$ cat config.mk
export PLATFORM = sky130hd
export DESIGN_NAME = phy_creg_master
export DESIGN_NICKNAME = d
export VERILOG_FILES = /design/src/rtl/creg_pkg.sv /design/src/rtl/creg_phase_timer.sv /design/src/rtl/creg_event_counter.sv /design/src/rtl/phy_creg_master.sv
export SDC_FILE = /design/constraint.sdc
export NUM_CORES = 1
export LEC_CHECK = 0
export ABC_AREA = 1
export BUFFER_PORTS_ARGS = -buffer_cell sky130_fd_sc_hd__buf_2
export CAP_MARGIN = 20
export CORE_MARGIN = 2
export CORE_UTILIZATION = 54
export CTS_BUF_LIST = sky130_fd_sc_hd__clkbuf_4 sky130_fd_sc_hd__clkbuf_8
export DETAILED_ROUTE_END_ITERATION = 6
export HOLD_SLACK_MARGIN = 0.05
export PLACE_DENSITY = 0.89
export SLEW_MARGIN = 20
export SYNTH_ARGS = -nofsm -noshare
export SYNTH_HDL_FRONTEND = slang
export SYNTH_SLANG_ARGS = --single-unit
$ cat constraint.sdc
create_clock -name clk -period 2.8 [get_ports clk]
set_clock_uncertainty 0.15 [all_clocks]
set_input_delay 0.42 -clock clk [delete_from_list [all_inputs] [get_ports clk]]
set_output_delay 0.42 -clock clk [all_outputs]
set_load 0.02 [all_outputs]
$ cat src/rtl/creg_pkg.sv
package creg_pkg;
    typedef enum logic [3:0] {
        ST_IDLE,
        ST_PRE_HI,
        ST_PRE_LO,
        ST_SEL,
        ST_ADDR,
        ST_ARM,
        ST_GO_HI,
        ST_GO_LO,
        ST_POLL,
        ST_RETRY_HI,
        ST_RETRY_LO,
        ST_PAUSE,
        ST_FINISH
    } creg_state_e;
endpackage

$ cat src/rtl/creg_phase_timer.sv
module creg_phase_timer #(
    parameter int W = 4
) (
    input  logic         clk,
    input  logic         rst_n,
    input  logic         load,
    input  logic [W-1:0] load_val,
    output logic         expired
);
    logic [W-1:0] cnt_q;

    always_ff @(posedge clk) begin
        if (!rst_n) begin
            cnt_q <= '0;
        end else if (load) begin
            cnt_q <= load_val;
        end else if (cnt_q != '0) begin
            cnt_q <= cnt_q - 1'b1;
        end
    end

    assign expired = (cnt_q == '0);
endmodule

$ cat src/rtl/creg_event_counter.sv
module creg_event_counter #(
    parameter int LIMIT = 10
) (
    input  logic clk,
    input  logic rst_n,
    input  logic clr,
    input  logic inc,
    output logic at_last
);
    localparam int W = (LIMIT < 2) ? 1 : $clog2(LIMIT + 1);

    logic [W-1:0] cnt_q;

    always_ff @(posedge clk) begin
        if (!rst_n || clr) begin
            cnt_q <= '0;
        end else if (inc) begin
            cnt_q <= cnt_q + 1'b1;
        end
    end

    assign at_last = (cnt_q == W'(LIMIT - 1));
endmodule

$ cat src/rtl/phy_creg_master.sv
module phy_creg_master
    import creg_pkg::*;
#(
    parameter int PHASE_CLKS      = 4,
    parameter int PREAMBLE_PULSES = 100,
    parameter int MAX_POLLS       = 10,
    parameter int CLKS_PER_US     = 100,
    parameter int POLL_WAIT_US    = 10
) (
    input  logic        clk,
    input  logic        rst_n,
    input  logic        req_valid,
    input  logic        req_write,
    input  logic [15:0] req_addr,
    input  logic [15:0] req_wdata,
    output logic        busy,
    output logic        done,
    output logic        timeout,
    output logic [15:0] rdata,
    output logic        port_clk,
    output logic        port_sel,
    output logic        port_rd_en,
    output logic        port_wr_en,
    output logic [15:0] port_addr,
    output logic [15:0] port_wdata,
    input  logic [15:0] port_rdata,
    input  logic        port_ack
);
    localparam int WAIT_CYC = CLKS_PER_US * POLL_WAIT_US;
    localparam int LEN_MAX  = (PHASE_CLKS > WAIT_CYC) ? PHASE_CLKS : WAIT_CYC;
    localparam int TMR_W    = $clog2(LEN_MAX + 1);

    creg_state_e state_q, state_d;

    logic        wr_q;
    logic        fail_q;
    logic [15:0] addr_q;
    logic [15:0] wdata_q;
    logic [15:0] rdata_q;

    logic             tmr_load;
    logic [TMR_W-1:0] tmr_val;
    logic             tmr_done;
    logic             pre_last;
    logic             poll_last;
    logic             accept;
    logic             pre_inc;
    logic             miss_inc;
    logic             drive_addr;
    logic             en_phase;

    assign accept   = (state_q == ST_IDLE) && req_valid;
    assign pre_inc  = (state_q == ST_PRE_LO) && tmr_done;
    assign miss_inc = (state_q == ST_PAUSE) && tmr_done;

    // Length of each timed state, in cycles minus one
    function automatic logic [TMR_W-1:0] state_len(input creg_state_e s);
        unique case (s)
            ST_PAUSE:          state_len = TMR_W'(WAIT_CYC - 1);
            ST_POLL, ST_FINISH,
            ST_IDLE:           state_len = '0;
            default:           state_len = TMR_W'(PHASE_CLKS - 1);
        endcase
    endfunction

    creg_phase_timer #(.W(TMR_W)) u_timer (
        .clk      (clk),
        .rst_n    (rst_n),
        .load     (tmr_load),
        .load_val (tmr_val),
        .expired  (tmr_done)
    );

    creg_event_counter #(.LIMIT(PREAMBLE_PULSES)) u_pre_cnt (
        .clk     (clk),
        .rst_n   (rst_n),
        .clr     (accept),
        .inc     (pre_inc),
        .at_last (pre_last)
    );

    creg_event_counter #(.LIMIT(MAX_POLLS)) u_miss_cnt (
        .clk     (clk),
        .rst_n   (rst_n),
        .clr     (accept),
        .inc     (miss_inc),
        .at_last (poll_last)
    );

    // Next-state logic
    always_comb begin
        state_d = state_q;
        unique case (state_q)
            ST_IDLE:     if (req_valid) state_d = ST_PRE_HI;
            ST_PRE_HI:   if (tmr_done)  state_d = ST_PRE_LO;
            ST_PRE_LO:   if (tmr_done)  state_d = pre_last ? ST_SEL : ST_PRE_HI;
            ST_SEL:      if (tmr_done)  state_d = ST_ADDR;
            ST_ADDR:     if (tmr_done)  state_d = ST_ARM;
            ST_ARM:      if (tmr_done)  state_d = ST_GO_HI;
            ST_GO_HI:    if (tmr_done)  state_d = ST_GO_LO;
            ST_GO_LO:    if (tmr_done)  state_d = ST_POLL;
            ST_POLL:     state_d = port_ack ? ST_FINISH : ST_RETRY_HI;
            ST_RETRY_HI: if (tmr_done)  state_d = ST_RETRY_LO;
            ST_RETRY_LO: if (tmr_done)  state_d = ST_PAUSE;
            ST_PAUSE:    if (tmr_done)  state_d = poll_last ? ST_FINISH : ST_POLL;
            ST_FINISH:   state_d = ST_IDLE;
            default:     state_d = ST_IDLE;
        endcase
    end

    assign tmr_load = (state_d != state_q);
    assign tmr_val  = state_len(state_d);

    // State register and request/result capture
    always_ff @(posedge clk) begin
        if (!rst_n) begin
            state_q <= ST_IDLE;
            wr_q    <= 1'b0;
            fail_q  <= 1'b0;
            addr_q  <= '0;
            wdata_q <= '0;
            rdata_q <= '0;
        end else begin
            state_q <= state_d;
            if (accept) begin
                wr_q    <= req_write;
                addr_q  <= req_addr;
                wdata_q <= req_wdata;
                fail_q  <= 1'b0;
            end
            if (miss_inc && poll_last) begin
                fail_q <= 1'b1;
            end
            if ((state_q == ST_POLL) && port_ack && !wr_q) begin
                rdata_q <= port_rdata;
            end
        end
    end

    // Output decode
    always_comb begin
        port_clk   = 1'b0;
        port_sel   = 1'b0;
        drive_addr = 1'b0;
        en_phase   = 1'b0;
        unique case (state_q)
            ST_IDLE, ST_FINISH:     ;
            ST_PRE_HI:              port_clk = 1'b1;
            ST_PRE_LO:              ;
            ST_SEL:                 port_sel = 1'b1;
            ST_ADDR: begin
                port_sel   = 1'b1;
                drive_addr = 1'b1;
            end
            ST_ARM, ST_GO_LO: begin
                port_sel   = 1'b1;
                drive_addr = 1'b1;
                en_phase   = 1'b1;
            end
            ST_GO_HI: begin
                port_sel   = 1'b1;
                drive_addr = 1'b1;
                en_phase   = 1'b1;
                port_clk   = 1'b1;
            end
            ST_RETRY_HI: begin
                port_sel   = 1'b1;
                drive_addr = 1'b1;
                port_clk   = 1'b1;
            end
            ST_POLL, ST_RETRY_LO, ST_PAUSE: begin
                port_sel   = 1'b1;
                drive_addr = 1'b1;
            end
            default: ;
        endcase
    end

    assign port_rd_en = en_phase && !wr_q;
    assign port_wr_en = en_phase && wr_q;
    assign port_addr  = drive_addr ? addr_q : '0;
    assign port_wdata = (drive_addr && wr_q) ? wdata_q : '0;
    assign busy       = (state_q != ST_IDLE);
    assign done       = (state_q == ST_FINISH);
    assign timeout    = (state_q == ST_FINISH) && fail_q;
    assign rdata      = rdata_q;


    idle_quiet_chk: assert property (@(posedge clk) disable iff (!rst_n)
        !busy |-> !(port_clk || port_sel || port_rd_en || port_wr_en || done));


    en_excl_chk: assert property (@(posedge clk) disable iff (!rst_n)
        !(port_rd_en && port_wr_en));


    en_needs_sel_chk: assert property (@(posedge clk) disable iff (!rst_n)
        (port_rd_en || port_wr_en) |-> port_sel);


    wdata_before_wr_chk: assert property (@(posedge clk) disable iff (!rst_n)
        $rose(port_wr_en) |-> (port_wdata == $past(port_wdata)) && $past(port_sel));


    ignore_req_chk: assert property (@(posedge clk) disable iff (!rst_n)
        busy |=> $stable(addr_q) && $stable(wr_q));


    rdata_hold_chk: assert property (@(posedge clk) disable iff (!rst_n)
        !$stable(rdata) |-> (done && !timeout));


    done_pulse_chk: assert property (@(posedge clk) disable iff (!rst_n)
        done |=> !done && !busy);


    timeout_with_done_chk: assert property (@(posedge clk) disable iff (!rst_n)
        timeout |-> done);
endmodule

[Word-level counts from Yosys, hierarchy flattened]
Cells that the tools add are included.
Word-level totals
  bits of input ports: 53
  output and inout port bits: 55
  bits in registers: 75
Operators by class
  eq/ne operators: 18
  reduce and logical (&&, ||, !) cells: 25
  add/sub/neg operators: 3
  muxes and demuxes: 26
Operator list (count)
  4-bit one-hot mux with 12 select lines: 1
  4-bit 2-to-1 mux: 11
  4-bit equality test (second input constant): 9
  16-bit 2-to-1 mux: 2
  10-bit 2-to-1 mux: 2
  10-bit one-hot mux with 2 select lines: 1
  4-bit by 3-bit equality test with 1-bit output (second input constant): 4
  1-bit logical AND: 10
  10-bit logical NOT: 1
  10-bit nonzero test: 1
  10-bit by 1-bit subtractor with 10-bit output (second input constant): 1
  3-bit OR reduction: 3
  9-bit OR reduction: 1
  4-bit by 2-bit equality test with 1-bit output (second input constant): 2
  4-bit logical NOT: 2
  8-bit OR reduction: 1
  7-bit by 1-bit adder with 7-bit output (second input constant): 1
  7-bit equality test (second input constant): 1
  1-bit 2-to-1 mux: 6
  3-bit 2-to-1 mux: 2
  4-bit by 1-bit adder with 4-bit output (second input constant): 1
  4-bit by 1-bit equality test with 1-bit output (second input constant): 1
  4-bit != test: 1
  2-bit nonzero test: 2
  other kinds (4): 5

[Longest topological paths before layout]
  depth after elaboration: 8
  depth in mapped cells: 19
  depth with buffers taken out: 19

[Modules after synthesis]
Synthesis repeated with hierarchy kept, for this count alone.
Second synthesis, totals
  cell total of the unflattened synthesis: 536
  area total of the unflattened synthesis: 3658.5 um2
Modules (own cells, without submodules)
  phy_creg_master: cells an instance 337, sequential area each 1081.0 um2, area each 2404.8 um2, instances 1
  creg_phase_timer: cells an instance 122, sequential area each 200.2 um2, area each 716.9 um2, instances 1
  creg_event_counter at u_pre_cnt: cells an instance 50, sequential area each 140.1 um2, area each 342.8 um2, instances 1
  creg_event_counter at u_miss_cnt: cells an instance 27, sequential area each 80.1 um2, area each 193.9 um2, instances 1

[Worst setup path before layout]
No wires, ideal clock.
  path kind: reg2reg
  start point: register state_q[2]
  end point: register u_timer.cnt_q[1]
  period minus slack after synthesis: 2272 ps
  slack: 528 ps
  library setup time: 128 ps
  cell stages (with the launch flop): 19
  data arrival time: 1995 ps
  data required time: 2522 ps
  cell sequence: dfxtp_1 inv_1 ha_1 nand2_1 nor2_4 nor2_1 nand3_1 nand2_1 nand2_1 nand2_1 nand3_2 nand2_1 nand2_1 nand2_2 nand3_4 nand2_1 nand2_1 nor2_1 nor2_1
Between the ends
  longest elaborated chain between the ends: 6
  elaborated cells between the ends (all ways): 33
RTL lines
  from (decl): RTL line phy_creg_master.sv:33  | creg_state_e state_q, state_d;
  from (signal assigned): RTL line phy_creg_master.sv:124  | state_q <= state_d;
  4-bit equality test, or another cell as far along: RTL line phy_creg_master.sv:93  | unique case (state_q)
  4-bit one-hot mux with 12 select lines: RTL line phy_creg_master.sv:93
  4-bit equality test / 4-bit logical NOT (equally long branches): RTL line phy_creg_master.sv:58  | unique case (s)
  3-bit OR reduction: RTL line phy_creg_master.sv:58
  10-bit one-hot mux with 2 select lines: RTL line phy_creg_master.sv:58
  10-bit 2-to-1 mux: RTL line creg_phase_timer.sv:15  | end else if (load) begin
  to (signal assigned): RTL line creg_phase_timer.sv:16  | cnt_q <= load_val;
  to (signal assigned): RTL line creg_phase_timer.sv:18  | cnt_q <= cnt_q - 1'b1;
  to (decl): RTL line creg_phase_timer.sv:10  | logic [W-1:0] cnt_q;
Parallel ways exist; a longest one is shown, timed or not.
A chain may end at the register's enable or synchronous reset.

[Worst setup path after layout]
  start point: register state_q[0]
  end point: register u_timer.cnt_q[1]
The elaborated chain is that of the path after synthesis.

==> summary.txt <==
DRC violations left -> 0
F_max -> 0.381 GHz
Layout cells sized above 1 -> 27.1%
Yosys reg bits -> 75
Run status -> completed
Cell taking the most area after synthesis -> dfxtp_1
Sequential share of power -> 36.3%
Global-route wire length before repair -> 16,000 µm
Internal -> 2130 µW
Post-Syn Area -> 0.00380 mm²
Vias in the first global route -> 3,605
WL final -> 9680 µm
Final setup fails -> 0
Synth top area cells -> dfxtp_1 39%, nand2_1 11%, a21oi_1 8.2%
# rows -> 30
Routed Antenna Nets -> 0
Longest Clk Path Bufs -> 2
Power density over the cells -> 786 mW/mm²
Full die area -> 0.00773 mm²
Clock power share -> 22.0%
Inserted Clock Buffers -> 9
Port Buffers -> 107
Asr flop ratio synth -> 0%
Synth Instances -> 539
Leakage -> 0.00225 µW
Syn_nets -> 602
Final GP Congestion -> 0.930
Total of max-cap violations -> 0
Placeable Area -> 0.00679 mm²
Final Hold Fails -> 0
H-tree levels -> 3
Req. time, crit path -> 2.85 ns
Largest net degree at the start of global routing -> 52
Die width -> 87.9 µm
Clock sinks -> 75
I/O pins -> 108
Clk_lat worst skew -> 0.34 ns
Placed cell areas -> 0.00440 mm²
EDFF count, synth -> 0
Ant. Diodes -> 0
Synth top area share -> 39.5%
CP arrival -> 2.67 ns
Die H -> 87.9 µm
Max IR drop VDD -> 0.418 mV
Tmin final -> 2.63 ns
TritonRoute pass-1 iters -> 5
Comb power frac -> 41.7%
Initial Util -> 56.0%
Slew Viols, Final -> 0
Area growth from synthesis to final layout -> 21.2%
Sw Share -> 41.3%
Post-route cell area -> 0.00461 mm²
Seq/Total Area, Yosys -> 39.5%
Initial antenna violation count -> 0
Global route total overflow -> 0
Worst-path maximum fanout -> 9
Mean Syn Cell Area -> 7.06 µm²
CP Class -> flip-flop to flip-flop
Via count -> 3,893
WL/cell -> 13.1 µm
GR Util All Layers -> 25.8%
Net switching power -> 1500 µW
Iteration-0 DRC Markers -> 323
Clock transition at path regs -> 0.08 ns
Post-route setup TNS -> 0 ns
Unique masters post-synth -> 39
Hold WS -> 0.193 ns
Root buffer cell -> clkbuf_8
Hold/Removal Path Class -> input port to flip-flop
Critical Path Sink Type -> flip-flop
CTS tree -> yes
Startpoint Class -> flip-flop
RSZ-0062 raised after global routing -> no
Worst Tran Pin Value -> 0.764 ns
Via/cell ratio -> 5.25
Fin nets -> 703
Rel. slew slack -> 49.0%
Synth warnings -> 0
Commonest register cell after synthesis -> dfxtp_1
Tcrit/Tclk final -> 93.8%
Detail Placement HPWL -> 7000 µm
worst max-delay path, cell delays in order, from the launching register on:
cell and delay [ns]:
dfxtp_1 0.69, nand2_1 0.21, nor2_2 0.20, nor2_2 0.08
o21ai_0 0.08, nand2_1 0.10, nand3_2 0.11, nand2_2 0.07
nand2_1 0.08, nand2_2 0.09, nor2_2 0.14, nand3_4 0.12
nand2_1 0.12, nand2_1 0.07, nor2_1 0.12, nor2_1 0.05
Yosys cell counts (2+ instances only):
library cell and number:
o21ai_0 29, clkinv_1 2, dfxtp_1 75, nand3_2 4, nand2_4 3, nor2_4 3
nand3_4 2, nor4_1 3, nand2_1 109, xor2_1 7, nor2_1 40, ha_1 10
inv_2 7, buf_6 2, clkbuf_1 18, nor3b_1 2, nand3_1 57, nor2_2 6
nand4_1 2, a21oi_1 62, inv_1 59, nor3_1 9, nand2_2 12
power groups by stage:
| stage | Combinational, µW | Sequential, µW | Clock (µW) |
|---|---|---|---|
| 5_1_grt | 1690 | 1330 | 853 |
| 2_1_floorplan | 1210 | 1280 | 0 |
| 3_3_place_gp | 1390 | 1330 | 0 |
| 3_5_place_dp | 1460 | 1330 | 0 |
| 6_report | 1510 | 1320 | 799 |
| 4_1_cts | 1490 | 1310 | 810 |
stage by stage:
| step | setup slack (ns) | utilization (%) | power [µW] | cells |
|---|---|---|---|---|
| 6_report | 0.175 | 67.9 | 3630 | 741 |
| 5_1_grt | 0.00427 | 67.9 | 3870 | 741 |
| 4_1_cts | 0.0561 | 67.7 | 3610 | 741 |
| 3_5_place_dp | 0.129 | 64.8 | 2790 | 725 |
| 3_3_place_gp | 0.326 | 64.8 | 2720 | 725 |
| 2_1_floorplan | 0.528 | - | 2490 | 539 |
layout make-up:
type | count | area [µm²]
Timing Repair Buffer | 113 | 581
Tap cell | 96 | 120
Inverter | 70 | 267
Clock buffer | 13 | 179
Clock inverter | 3 | 20.0
Multi-Input combinational cell | 371 | 1940
Sequential cell | 75 | 1500
Fill cell | 531 | 2180
placed cells by master (no fill, tap or decap), types with 3 or more instances in the layout:
cell type,n
a21oi_1,62
buf_2,107
buf_4,6
clkbuf_8,13
dfxtp_1,73
ha_1,9
inv_1,59
inv_2,7
nand2_1,109
nand2_2,11
nand2_4,4
nand3_1,57
nand3_2,4
nor2_1,39
nor2_2,7
nor2_4,3
nor3_1,9
nor4_1,3
o21ai_0,29
xor2_1,7
final timing paths:
check | startpoint | end | slack, ns | depth (start not counted)
worst max-delay path | state_q[0] | u_timer.cnt_q[1] | 0.17 | 15
worst min-delay path | port_rdata[0] | rdata[0] | 0.19 | 3
worst max register to register | state_q[0] | u_timer.cnt_q[1] | 0.17 | 15
worst min register to register | wdata_q[9] | wdata_q[9] | 0.31 | 2
cell families (layout without fill, tap and decap cells):
| family | count (synthesis) | count (layout) | synth area share (%) |
|---|---|---|---|
| AO/OA/AOI/OAI | 96 | 96 | 13.0 |
| flip-flops | 75 | 75 | 39.5 |
| adder cells (fa/ha/maj) | 10 | 10 | 3.29 |
| buffers and inverters | 93 | 199 | 9.80 |
| AND/OR/NAND/NOR | 257 | 257 | 32.7 |
| XOR/XNOR | 8 | 8 | 1.84 |
sequential cells by signal, summed over array words and instances, names as in the netlist:
register and cells:
u_pre_cnt.cnt_q 7, wr_q 1, rdata 16, addr_q 16
u_miss_cnt.cnt_q 4, state_q 4, u_timer.cnt_q 10, fail_q 1
wdata_q 16
repair_timing:
action / 4_1_cts / 5_1_grt
hold endpoints to repair: 0 / 0
gates resized for setup: 0 / 5
setup endpoints to repair: 0 / 10
hold buffers: 0 / 0
buffers inserted: 0 / 0
routing by layer:
layer | GRT usage (%) | vias to the layer above | wire length, µm
met5 | 0 | - | 0
met4 | 7.41 | 0 | 157
met3 | 6.69 | 18 | 712
met2 | 44.0 | 163 | 4800
met1 | 32.1 | 1777 | 4010
li1 | - | 1935 | -
Note: power is estimated with default switching activity, not from simulation.
